--- config.mk ---
export PLATFORM = sky130hd
export DESIGN_NAME = dac_chain_master
export DESIGN_NICKNAME = d
export VERILOG_FILES = /design/src/rtl/dac_chain_pkg.sv /design/src/rtl/dac_chain_remap.sv /design/src/rtl/dac_chain_seq.sv /design/src/rtl/dac_chain_master.sv
export SDC_FILE = /design/constraint.sdc
export NUM_CORES = 1
export LEC_CHECK = 0
export BUFFER_PORTS_ARGS = -buffer_cell sky130_fd_sc_hd__buf_2
export CORE_AREA = 2 2 160 162
export CTS_CLUSTER_SIZE = 25
export DETAILED_ROUTE_END_ITERATION = 10
export DIE_AREA = 0 0 162 164
export GPL_TIMING_DRIVEN = 1
export SETUP_SLACK_MARGIN = 0.02
export SYNTH_ARGS = -nofsm -noshare
export SYNTH_HDL_FRONTEND = slang
export SYNTH_SLANG_ARGS = --single-unit
export TNS_END_PERCENT = 50
--- constraint.sdc ---
create_clock -name clk_i -period 6.4 [get_ports clk_i]
set_input_delay 0.96 -clock clk_i [delete_from_list [all_inputs] [get_ports clk_i]]
set_output_delay 0.96 -clock clk_i [all_outputs]
set_load 0.05 [all_outputs]
--- src/rtl/dac_chain_pkg.sv ---
package dac_chain_pkg;
  localparam int unsigned CODE_W  = 12;
  localparam int unsigned DEV_CH  = 4;
  localparam int unsigned FRAME_W = CODE_W * DEV_CH;

  typedef enum logic [2:0] {
    ST_IDLE,
    ST_LOW,
    ST_HIGH,
    ST_TAIL,
    ST_PULSE
  } seq_st_e;
endpackage

--- src/rtl/dac_chain_remap.sv ---
// Swaps between the port layout (channel A in the low slice of a device)
// and the wire layout (channel A in the high slice). The permutation is
// its own inverse, so one module serves both directions.
module dac_chain_remap
  import dac_chain_pkg::*;
#(
  parameter int unsigned NUM_DEV = 2
) (
  input  logic [NUM_DEV*FRAME_W-1:0] in_i,
  output logic [NUM_DEV*FRAME_W-1:0] out_o
);
  for (genvar d = 0; d < NUM_DEV; d++) begin : g_dev
    for (genvar c = 0; c < DEV_CH; c++) begin : g_ch
      assign out_o[d*FRAME_W + (DEV_CH-1-c)*CODE_W +: CODE_W] =
             in_i[(d*DEV_CH + c)*CODE_W +: CODE_W];
    end
  end
endmodule

--- src/rtl/dac_chain_seq.sv ---
module dac_chain_seq
  import dac_chain_pkg::*;
#(
  parameter int unsigned TOT_W    = 96,
  parameter int unsigned HI_CYC   = 2,
  parameter int unsigned LO_CYC   = 8,
  parameter int unsigned TAIL_CYC = 2,
  parameter int unsigned LDW_CYC  = 3
) (
  input  logic             clk_i,
  input  logic             rst_ni,
  input  logic             start_i,
  input  logic [TOT_W-1:0] stream_i,
  input  logic             sdi_i,
  output logic             busy_o,
  output logic             sclk_o,
  output logic             sdo_o,
  output logic             ld_o,
  output logic [TOT_W-1:0] capt_o
);
  localparam int unsigned MAX_A  = (HI_CYC > LO_CYC) ? HI_CYC : LO_CYC;
  localparam int unsigned MAX_B  = (TAIL_CYC > LDW_CYC) ? TAIL_CYC : LDW_CYC;
  localparam int unsigned MAX_C  = (MAX_A > MAX_B) ? MAX_A : MAX_B;
  localparam int unsigned TMR_W  = $clog2(MAX_C + 1);
  localparam int unsigned BIT_W  = $clog2(TOT_W);
  localparam logic [TMR_W-1:0] HI_L   = TMR_W'(HI_CYC - 1);
  localparam logic [TMR_W-1:0] LO_L   = TMR_W'(LO_CYC - 1);
  localparam logic [TMR_W-1:0] TAIL_L = TMR_W'(TAIL_CYC - 1);
  localparam logic [TMR_W-1:0] LDW_L  = TMR_W'(LDW_CYC - 1);
  localparam logic [BIT_W-1:0] LAST_B = BIT_W'(TOT_W - 1);

  seq_st_e          st_q;
  logic [TMR_W-1:0] tmr_q;
  logic [BIT_W-1:0] bit_q;
  logic [TOT_W-1:0] sh_q;
  logic [TOT_W-1:0] cap_q;
  logic             sclk_q;
  logic             ld_q;
  logic             tmr_zero;

  assign tmr_zero = (tmr_q == '0);

  always_ff @(posedge clk_i or negedge rst_ni) begin
    if (!rst_ni) begin
      st_q   <= ST_IDLE;
      tmr_q  <= '0;
      bit_q  <= '0;
      sh_q   <= '0;
      cap_q  <= '0;
      sclk_q <= 1'b0;
      ld_q   <= 1'b1;
    end else begin
      unique case (st_q)
        ST_IDLE: begin
          if (start_i) begin
            sh_q  <= stream_i;
            bit_q <= '0;
            ld_q  <= 1'b0;
            tmr_q <= LO_L;
            st_q  <= ST_LOW;
          end
        end
        ST_LOW: begin
          if (tmr_zero) begin
            // returning bit has settled since the previous rise
            cap_q  <= {cap_q[TOT_W-2:0], sdi_i};
            sclk_q <= 1'b1;
            tmr_q  <= HI_L;
            st_q   <= ST_HIGH;
          end else begin
            tmr_q <= tmr_q - TMR_W'(1);
          end
        end
        ST_HIGH: begin
          if (tmr_zero) begin
            sclk_q <= 1'b0;
            sh_q   <= {sh_q[TOT_W-2:0], 1'b0};
            if (bit_q == LAST_B) begin
              tmr_q <= TAIL_L;
              st_q  <= ST_TAIL;
            end else begin
              bit_q <= bit_q + BIT_W'(1);
              tmr_q <= LO_L;
              st_q  <= ST_LOW;
            end
          end else begin
            tmr_q <= tmr_q - TMR_W'(1);
          end
        end
        ST_TAIL: begin
          if (tmr_zero) begin
            ld_q  <= 1'b1;
            tmr_q <= LDW_L;
            st_q  <= ST_PULSE;
          end else begin
            tmr_q <= tmr_q - TMR_W'(1);
          end
        end
        ST_PULSE: begin
          if (tmr_zero) st_q <= ST_IDLE;
          else          tmr_q <= tmr_q - TMR_W'(1);
        end
        default: st_q <= ST_IDLE;
      endcase
    end
  end

  assign busy_o = (st_q != ST_IDLE);
  assign sclk_o = sclk_q;
  assign sdo_o  = sh_q[TOT_W-1];
  assign ld_o   = ld_q;
  assign capt_o = cap_q;
endmodule

--- src/rtl/dac_chain_master.sv ---
module dac_chain_master
  import dac_chain_pkg::*;
#(
  parameter int unsigned NUM_DEV  = 2,
  parameter int unsigned HI_CYC   = 2,
  parameter int unsigned LO_CYC   = 8,
  parameter int unsigned TAIL_CYC = 2,
  parameter int unsigned LDW_CYC  = 3
) (
  input  logic                       clk_i,
  input  logic                       rst_ni,
  input  logic                       start_i,
  input  logic [NUM_DEV*FRAME_W-1:0] codes_i,
  output logic                       busy_o,
  output logic [NUM_DEV*FRAME_W-1:0] rdata_o,
  output logic                       sclk_o,
  output logic                       sdo_o,
  output logic                       ld_o,
  input  logic                       sdi_i
);
  localparam int unsigned TOT_W = NUM_DEV * FRAME_W;

  logic [TOT_W-1:0] stream;
  logic [TOT_W-1:0] capt;

  dac_chain_remap #(.NUM_DEV(NUM_DEV)) u_pack (
    .in_i  (codes_i),
    .out_o (stream)
  );

  dac_chain_seq #(
    .TOT_W    (TOT_W),
    .HI_CYC   (HI_CYC),
    .LO_CYC   (LO_CYC),
    .TAIL_CYC (TAIL_CYC),
    .LDW_CYC  (LDW_CYC)
  ) u_seq (
    .clk_i    (clk_i),
    .rst_ni   (rst_ni),
    .start_i  (start_i),
    .stream_i (stream),
    .sdi_i    (sdi_i),
    .busy_o   (busy_o),
    .sclk_o   (sclk_o),
    .sdo_o    (sdo_o),
    .ld_o     (ld_o),
    .capt_o   (capt)
  );

  dac_chain_remap #(.NUM_DEV(NUM_DEV)) u_unpack (
    .in_i  (capt),
    .out_o (rdata_o)
  );
endmodule

==> results of run 1 <==
[final cells by class]
class	instances	area [um2]
antenna	1	2.50
clock buffer	37	731
fill	2352	13600
timing repair buffer	204	1070
inverter	8	30.0
tap	330	413
clock inverter	7	96.3
multi-input combinational	478	3640
sequential	208	5210
[layout by cell type (no fill, tap or decap), types with 3 or more instances in the layout]
master       n
a21oi_1      9
clkbuf_8     7
nand2_1    107
mux2i_1     95
nor3_1       6
nand3_1      6
o211ai_1     3
o21ai_0    105
clkbuf_16   25
a32oi_1      3
a31oi_1      3
nor2_1       8
buf_4        3
buf_2      198
ha_1         3
o31ai_1      3
mux2_4      40
clkbuf_1     6
inv_1        8
mux2_2      56
or4_1        4
dfrtp_1    207
[worst max-delay path, stage by stage (launching register included)]
cell and delay (ns):
dfrtp_1 0.40, inv_1 0.10, ha_1 0.25, or3b_1 0.38, nor2_4 0.07, nand2_4 0.57, buf_4 0.70, mux2_2 0.41
[cell families (layout without fill, tap and decap cells)]
group / after synthesis / in the layout / synth area share, %
AOI/OAI and AO/OA: 135 / 135 / 8.10
muxes: 191 / 191 / 23.9
buffers and inverters: 56 / 256 / 3.17
and+or+nand+nor: 148 / 148 / 7.15
other: 0 / 1 / 0
DFF: 208 / 208 / 57.1
adders and majority gates: 4 / 4 / 0.522
[state kept, by name, summed over array words and instances (netlist names)]
| signal | cells |
|---|---|
| u_seq.capt_o | 96 |
| u_seq.sh_q | 96 |
| u_seq.bit_q | 7 |
| u_seq.tmr_q | 4 |
| u_seq.st_q | 3 |
| u_seq.ld_o | 1 |
| u_seq.sclk_o | 1 |
[power by group]
| group | internal, mW | switching [mW] | leakage [nW] |
|---|---|---|---|
| sequential | 1.64 | 0.208 | 2.74 |
| combinational | 0.359 | 0.504 | 2.46 |
| clock | 0.869 | 0.544 | 0.408 |
| total | 2.87 | 1.26 | 5.61 |
[worst paths after layout]
kind / startpoint / slack (ns) / to
max: u_seq.tmr_q[0] / 3.36 / u_seq.capt_o[27]
min: u_seq.sh_q[30] / 0.48 / u_seq.sh_q[30]
max reg2reg: u_seq.tmr_q[0] / 3.36 / u_seq.capt_o[27]
min reg2reg: u_seq.sh_q[30] / 0.48 / u_seq.sh_q[30]
max in group asynchronous: rst_ni / 4.80 / u_seq.bit_q[6]
min in group asynchronous: rst_ni / 0.50 / u_seq.capt_o[11]
[per-layer routing]
layer	GRT usage (%)	up-vias	share of wire (%)
li1	-	2981	-
met4	3.42	2	1.8
met3	4.72	31	9.0
met5	0	-	0.059
met1	20.4	2886	48
met2	19.8	175	42
==> metrics, run 1 <==
Tightest Pin Transition=0.866 ns; TritonCTS clock tree=yes; largest net degree at the start of global routing=~120; hold_ws=between 0.4 and 0.5 ns; worst setup margin=3.36 ns; H-tree level count=1; outcome=complete, no violations; max-cap violations=0; final antenna-violating net count=0; worst max-slew margin expressed relative to the limit=between 40% and 50%; number of vias after detailed routing=between 6,000 and 7,000; starting density of the core=between 30% and 40%; routed len/inst=between 10 and 15 um; placed cells=1,228; Most used DFF post-synth=dfrtp_1; worst reg2reg path depth=7; vertical die dimension=approximately 160 um; post-route setup TNS=0 ns; number of global-route vias before repair=5,970; type of element capturing the critical path=flop; number of antenna violations at the first check in global routing=2; class of the most critical setup path=flop to flop; highest fanout seen on the critical path=between 50 and 60; maximum clock frequency=approximately 0.33 GHz; shortest period the worst path allows=between 3 and 4 ns; Longest Clk Path Bufs=3; gpl congestion=~0.75; Netlist Area Pre-Place=~9100 um2; Tot GR Track Use=between 10% and 20%; count of cells along the worst hold path=2; critical path arrival=around 3.4 ns; total cell area at the placement stage=about 10,000 um2; final wirelength=18,800 um; Tot Pwr=roughly 4.1 mW; number of buffers inserted by port buffering=199; power per unit of standard cell area=between 300 and 400 nW/um2; worst min-delay path category=flop to flop; crit path launch type=flop; width of the die=~160 um; number of top-level design ports=200; Clock Skew=between 0.008 and 0.009 ns; CORE AREA=between 20,000 and 25,000 um2; count of routing violations after the opening detailed-route iteration=335; number of enable-type register cells in the synthesized netlist=0; buffers inserted by post-CTS timing repair=0; sequential fraction of the synthesis area=57.1%; placement row count=58; largest area contributor in the synthesized netlist=dfrtp_1; most common library cells after synthesis=dfrtp_1, nand2_1, o21ai_0; global-route wire length before repair=roughly 31,000 um; Yosys top cell area share=around 57%; Layout Area Growth over Synthesis=22.7%; most common cell in the synthesized netlist=dfrtp_1; non-filler cells in the finished layout=~1,300; Data required, critical path=6.79 ns; fraction of final layout cells sized beyond drive strength 1=between 30 and 40%; DPL Wire Length=12,100 um; post-cts repair resize count=0; CTS hold repair buffers=0; insertion delay to the later sink of the worst-skew pair=0.51 ns; Syn. warnings=0; RSZ-0062 raised after global routing=no; final core area utilization=between 40% and 50%; Final Hold Vio Count=0; Final #Nets=between 1,000 and 1,500; syn nets=845; post-synthesis average cell area=approximately 12 um2; post-route cell area=11,200 um2; grt ovf=0; FFs w/ async S/R, synth=100%; clk sink count=~210; final setup violating endpoints=0; DRC violation count after routing=0; clk slew on worst S/H paths=~0.060 ns; via-per-instance ratio=around 4.8; number of distinct library cells after synthesis=44; Leakage Power=approximately 5.6 nW; Die ar.=26,600 um2; Post-Syn Instances=around 740; leading post-synthesis cells by cell area=dfrtp_1, mux2i_1, mux2_2, mux2_4, o21ai_0; portion of the clock cycle consumed by the worst path in the final layout=between 40 and 50%; worst setup slack before clock tree synthesis=3.09 ns; CTS root buffer=clkbuf_16; clock buffers created by TritonCTS=25; Yosys reg bits=roughly 210; number of max-slew violations in the final report=0; detailed-routing iteration count for the pre-antenna-repair pass=4; Worst VDD drop=0.000210 V
Note: power is estimated with default switching activity, not from simulation.
==> inputs of run 2 (changes only) <==
--- a/config.mk
+++ b/config.mk
@@ -5,11 +5,12 @@
 export SDC_FILE = /design/constraint.sdc
 export NUM_CORES = 1
 export LEC_CHECK = 0
+export ABC_AREA = 1
 export BUFFER_PORTS_ARGS = -buffer_cell sky130_fd_sc_hd__buf_2
-export CORE_AREA = 2 2 160 162
+export CORE_AREA = 2 2 162 164
 export CTS_CLUSTER_SIZE = 25
 export DETAILED_ROUTE_END_ITERATION = 10
-export DIE_AREA = 0 0 162 164
+export DIE_AREA = 0 0 164 166
 export GPL_TIMING_DRIVEN = 1
 export SETUP_SLACK_MARGIN = 0.02
 export SYNTH_ARGS = -nofsm -noshare
==> constraint.sdc (replaced) <==
create_clock -name clk_i -period 2.6 [get_ports clk_i]
set_input_delay 0.39 -clock clk_i [delete_from_list [all_inputs] [get_ports clk_i]]
set_output_delay 0.39 -clock clk_i [all_outputs]
set_load 0.05 [all_outputs]
==> run 2 against run 1 <==
  * Fmax is 55% higher
  * Total power grew to 3.2 times the previous value
  * Via count is 2.7% higher
  * Synthesized area up 2.4%
  * Non-clock buffer count grew 15
  * Setup slack lost 2.7 ns
  * First-iteration DRC count down 3.0%
  * Final area increased by 2.6%
  * Largest power group is now combinational cells
  * Die area is 2.5% higher
==> metrics, run 2 <==
routed len/inst=~14 um; longest individual stage delay on the worst path=roughly 0.43 ns; syn nets=882; Syn. warnings=0; leading post-synthesis cells by cell area=dfrtp_1, mux2_2, mux2i_1, o21ai_2, nand2_1; largest area contributor in the synthesized netlist=dfrtp_1; DRC violation count after routing=0; clock buffers created by TritonCTS=23; library cell contributing the largest single delay on the critical path=dfrtp_1; worst min-delay path category=input pin to flop; Die ar.=27,200 um2; via-per-instance ratio=4.69; largest net degree at the start of global routing=102; number of buffers inserted by port buffering=slightly below 200; width of the die=around 160 um; global routing usage on met3=under 10%; commonest non-fill, non-tap cells in the layout=dfrtp_1, buf_2, nand2_1; buffers inserted by post-CTS timing repair=0; Layout Area Growth over Synthesis=22.9%; crit path launch type=flop; number of antenna violations at the first check in global routing=0; gpl congestion=0.742; type of element capturing the critical path=flop; Top Usage Layer GRT=met2; final-layout fill cell count=2,379; Final Hold Vio Count=0; insertion delay to the later sink of the worst-skew pair=around 0.51 ns; final setup violating endpoints=0; number of enable-type register cells in the synthesized netlist=0; vertical die dimension=166 um; worst max-slew margin expressed relative to the limit=roughly 52%; fraction of final layout cells sized beyond drive strength 1=44.7%; H-tree level count=1; series of cell instances along the critical path=nor2_1 -> nand2_1 -> nand2_1 -> nand3_4 -> buf_4 -> o21ai_0; DPL Wire Length=12,900 um; CORE AREA=around 26,000 um2; Tot GR Track Use=between 10% and 20%; CTS root buffer=clkbuf_16; critical path arrival=2.38 ns; number of max-slew violations in the final report=0; Clock Skew=0.0139 ns; Data required, critical path=~3.0 ns; highest fanout seen on the critical path=32; Final #Nets=about 1,100; placement row count=roughly 60; clk slew on worst S/H paths=~0.06 ns; met1 Use GR=20.0%; post-synthesis average cell area=between 10 and 15 um2; Tightest Pin Transition=0.718 ns; post-route setup TNS=0 ns; TritonCTS clock tree=yes; max-cap violations=0; Worst VDD drop=0.000819 V; global-route wire length before repair=about 32,000 um; Yosys top cell area share=around 56%; placed cells=~1,300; non-filler cells in the finished layout=about 1,300; library cell appearing most often on the critical path=nand2_1; grt ovf=0; sequential fraction of the synthesis area=55.8%; Leakage Power=between 6 and 7 nW; number of vias after detailed routing=slightly above 6,000; post-cts repair resize count=0; RSZ-0062 raised after global routing=no; final core area utilization=between 40 and 50%; Yosys reg bits=about 210; most common cell in the synthesized netlist=dfrtp_1; final wirelength=19,100 um; Most used DFF post-synth=dfrtp_1; class of the most critical setup path=flop to flop; clk sink count=about 210; portion of the clock cycle consumed by the worst path in the final layout=between 70% and 80%; count of routing violations after the opening detailed-route iteration=325; maximum clock frequency=approximately 0.51 GHz; detailed-routing iteration count for the pre-antenna-repair pass=4; number of top-level design ports=200; Post-Syn Instances=about 780; most common library cells after synthesis=dfrtp_1, nand2_1, mux2i_1; met2 Resource Use GR=approximately 21%; power per unit of standard cell area=between 1000 and 1500 nW/um2; Longest Clk Path Bufs=3; diode insertion count for antenna repair=0; shortest period the worst path allows=between 1.5 and 2 ns; outcome=complete, no violations; cell family with the largest share of critical-path delay=simple AND/OR/NAND/NOR gates; most common cell after layout, fill and taps aside=dfrtp_1; FFs w/ async S/R, synth=100%; Netlist Area Pre-Place=9330 um2; number of distinct library cells after synthesis=27; starting density of the core=between 30% and 40%; sum of buffers and inverters on the critical path=1; number of global-route vias before repair=~6,300; final antenna-violating net count=0
## run 2: cell type report
type | count | area (um2) | share of cell area (%)
repair buffers | 219 | 1280 | 11.2
clock inverters | 4 | 51.3 | 0.447
clock buffers | 38 | 682 | 5.95
well taps | 335 | 419 | 3.65
inverters | 26 | 97.6 | 0.851
flip-flops and latches | 208 | 5210 | 45.4
multi-input cells | 501 | 3730 | 32.5
## run 2: power by group
group	switching, mW	internal, mW
Clock	1.28	1.88
Combinational	3.23	2.11
Sequential	0.546	4.20
## run 2: final timing paths
check                         startpoint               end  slack (ns)  cells after the start
min in group asynchronous         rst_ni    u_seq.sh_q[95]        0.39                      2
setup reg to reg           u_seq.st_q[1]     u_seq.sh_q[8]        0.64                      6
hold reg to reg            u_seq.sh_q[0]     u_seq.sh_q[0]        0.47                      2
max in group asynchronous         rst_ni  u_seq.capt_o[30]        1.51                      3
hold / removal                     sdi_i   u_seq.capt_o[0]        0.12                      2
setup / recovery           u_seq.st_q[1]     u_seq.sh_q[8]        0.64                      6
## run 2: logic make-up after synthesis
group | Yosys count | share of synthesized area [%]
flops | 208 | 55.8
simple gates | 188 | 9.35
mux | 187 | 21.3
compound gates | 119 | 8.31
buf+inv | 70 | 4.47
xor+xnor | 4 | 0.376
fa+ha+maj | 3 | 0.402
## run 2: worst register-to-register path: stages (launching register included)
cell	delay [ns]
dfrtp_1	0.43
nor2_1	0.18
nand2_1	0.17
nand2_1	0.15
nand3_4	0.39
buf_4	0.36
o21ai_0	0.20
## run 2: through the flow
step	worst slack [ns]	total power [mW]	instance area (um2)	hold WS (ns)
final	0.636	13.2	11500	0.124
after global routing	0.372	14.3	11500	0.0954
after CTS	0.631	13.5	11500	0.0905
after detailed placement	0.624	10.2	10700	0.359
after global placement	0.667	10.1	10700	0.364
after floorplan	0.710	9.09	9330	0.0944
## run 2: repair_timing
| item | CTS | global route |
|---|---|---|
| hold buffers | 1 | 0 |
| endpoints found under the hold margin | 38 | 0 |
| endpoints found under the setup margin | 0 | 0 |
## run 2: metal layers
layer  wire length (um)  share of wire [%]  up-vias
li1                   -                  -     3075
met1               9060                 47     2964
met2               8070                 42      172
met3               1760                9.2       26
met4                263                1.4        0
met5                  0                  0        -
==> inputs of run 3 (changes only) <==
==> constraint.sdc (replaced) <==
create_clock -name clk_i -period 1.7 [get_ports clk_i]
set_input_delay 0.255 -clock clk_i [delete_from_list [all_inputs] [get_ports clk_i]]
set_output_delay 0.255 -clock clk_i [all_outputs]
set_load 0.05 [all_outputs]
==> run 3 against run 2 <==
  * Count of clock-buffer cells in the layout down 3
  * Sequential share of layout area fell by 2.8 points
  * Fmax up 18%
  * Highest routed layer unchanged
  * Cell count grew 3.4%
  * Non-clock buffer count grew 41
  * Via count up 3.4%
  * Global-route usage fell by 0.12 points
  * Flip-flop and latch count is the same
  * Hold slack worse by 0.10 ns
  * Register-to-register slack got worse by 0.60 ns
==> metrics, run 3 (synthesized netlist as in run 2, its figures left out) <==
outcome=complete, no violations; final setup violating endpoints=0; maximum clock frequency=~0.6 GHz; DPL Wire Length=roughly 13,000 um; power per unit of standard cell area=approximately 1800 nW/um2; area used by multi-input combinational logic=roughly 3800 um2; vertical die dimension=around 170 um; number of antenna violations at the first check in global routing=0; class of the most critical setup path=flop to flop; Tot GR Track Use=13.9%; number of max-slew violations in the final report=0; via-per-instance ratio=4.68; Seq. cell area=~5200 um2; Clock Skew=roughly 0.0079 ns; terminus of the critical flop-to-flop path=u_seq.capt_o[66]; grt ovf=0; RSZ-0062 raised after global routing=yes; Final #Nets=between 1,000 and 1,500; type of element capturing the critical path=flop; Layout Area Growth over Synthesis=31.1%; fraction of final layout cells sized beyond drive strength 1=between 40% and 50%; portion of the clock cycle consumed by the worst path in the final layout=97.6%; DRC violation count after routing=0; clock buffers created by TritonCTS=24; sum of buffers and inverters on the critical path=5; library cell contributing the largest single delay on the critical path=dfrtp_1; number of buffers inserted by port buffering=about 200; gpl congestion=between 0.8 and 0.9; Leakage Power=approximately 6.8 nW; H-tree level count=1; CTS root buffer=clkbuf_16; hold_ws=about 0.023 ns; commonest non-fill, non-tap cells in the layout=dfrtp_1, buf_2, nand2_1; clk slew on worst S/H paths=~0.06 ns; detailed-routing iteration count for the pre-antenna-repair pass=4; global-route wire length before repair=~32,000 um; number of top-level design ports=200; Data required, critical path=between 2 and 2.5 ns; width of the die=between 150 and 200 um; hold path endpoint=u_seq.sh_q[56]; final-layout fill cell count=around 2,300; CORE AREA=roughly 26,000 um2; critical register-to-register path startpoint=u_seq.st_q[2]; worst reg2reg path depth=9; most common cell after layout, fill and taps aside=dfrtp_1; cell family with the largest share of critical-path delay=buffers and inverters; final wirelength=about 20,000 um; count of cells along the worst hold path=3; total cell area at the placement stage=11,000 um2; max-cap violations=0; crit path launch type=flop; number of global-route vias before repair=between 6,000 and 7,000; count of routing violations after the opening detailed-route iteration=slightly above 300; Tightest Pin Transition=approximately 0.37 ns; critical path arrival=2.05 ns; starting density of the core=about 36%; insertion delay to the later sink of the worst-skew pair=around 0.5 ns; largest net degree at the start of global routing=a little over 60; series of cell instances along the critical path=inv_2 -> buf_6 -> nand2_2 -> nor2_1 -> buf_4 -> nand2_8 -> buf_12 -> clkbuf_16 -> mux2_2; worst min-delay path category=input pin to flop; TritonCTS clock tree=yes; Final Hold Vio Count=0; minimum setup slack among reg-to-reg paths=roughly 0.041 ns; post-route cell area=about 12,000 um2; longest individual stage delay on the worst path=about 0.39 ns; routed len/inst=roughly 15 um; Die ar.=27,200 um2; highest fanout seen on the critical path=6; worst max-slew margin expressed relative to the limit=about three quarters; final antenna-violating net count=0; number of vias after detailed routing=between 6,000 and 7,000; placement row count=59; Longest Clk Path Bufs=3; min-delay src=codes_i[92]; clk sink count=around 210; Worst VDD drop=0.00108 V; shortest period the worst path allows=~1.7 ns
## run 3: cell types whose count changed in the layout (fill, tap and decap cells not counted), moves of 7 or more
cell	before	now
buf_12	10	17
buf_4	9	20
buf_6	0	8
clkbuf_1	10	3
dlygate4sd3_1	1	8
o21ai_0	63	56
o21ai_1	0	7
## run 3: worst max-delay path by stage
stage | startpoint | end | slack (ns) | depth (start not counted)
after floorplan | u_seq.st_q[0] | u_seq.sh_q[52] | 0.06 | 9
after global placement | u_seq.tmr_q[0] | u_seq.capt_o[10] | 0.08 | 7
after detailed placement | u_seq.tmr_q[0] | u_seq.capt_o[58] | 0.03 | 7
after CTS | u_seq.st_q[1] | u_seq.sh_q[69] | 0.009 | 6
after global routing | u_seq.st_q[2] | u_seq.capt_o[31] | -0.02 | 9
final | u_seq.st_q[2] | u_seq.capt_o[66] | 0.04 | 9
## run 3: repair_timing
item	CTS	global route
cloned	0	8
hold buffers	8	0
gates resized for setup	10	26
pin swaps	1	4
hold endpoints to repair	39	0
endpoints found under the setup margin	1	188
setup buffers	5	7
## run 3: cell type report
type	count	share of cell area, %
flip-flops and latches	208	42.6
repair buffers	260	15.3
inverters	26	0.798
clock inverters	9	0.859
diodes	1	0.0205
well taps	335	3.43
clock buffers	35	5.99
multi-input cells	502	31.0
## run 3: metal layers
layer | vias up | wire (um) | GRT usage (%)
met1 | 3082 | 9820 | 20.9
li1 | 3173 | - | -
met2 | 168 | 8640 | 20.1
met4 | 0 | 273 | 3.05
met5 | - | 0 | 0
met3 | 23 | 1390 | 3.80
## run 3: worst reg2reg max path, cell delays in order (launching register included)
cell	delay, ns
dfrtp_1	0.39
inv_2	0.08
buf_6	0.11
nand2_2	0.05
nor2_1	0.10
buf_4	0.16
nand2_8	0.07
buf_12	0.15
clkbuf_16	0.16
mux2_2	0.27
## run 3: report_power, final
| group | leakage, nW | internal, mW | total [mW] | switching [mW] |
|---|---|---|---|---|
| clock | 0.414 | 3.29 | 5.33 | 2.03 |
| sequential | 2.72 | 6.43 | 7.27 | 0.845 |
| combinational | 3.66 | 4.26 | 9.59 | 5.32 |
## run 3: through the flow
step                setup TNS [ns]  utilization, %  setup WS [ns]  power, mW  std cells
detailed placement               0            42.8         0.0343       16.4       1305
global placement                 0            42.8         0.0816       16.2       1305
finish                           0            47.8         0.0411       22.2       1376
CTS                              0            46.7        0.00858       22.1       1361
global route                -0.941            47.8        -0.0237       23.7       1375
floorplan                        0               -         0.0644       13.9        779
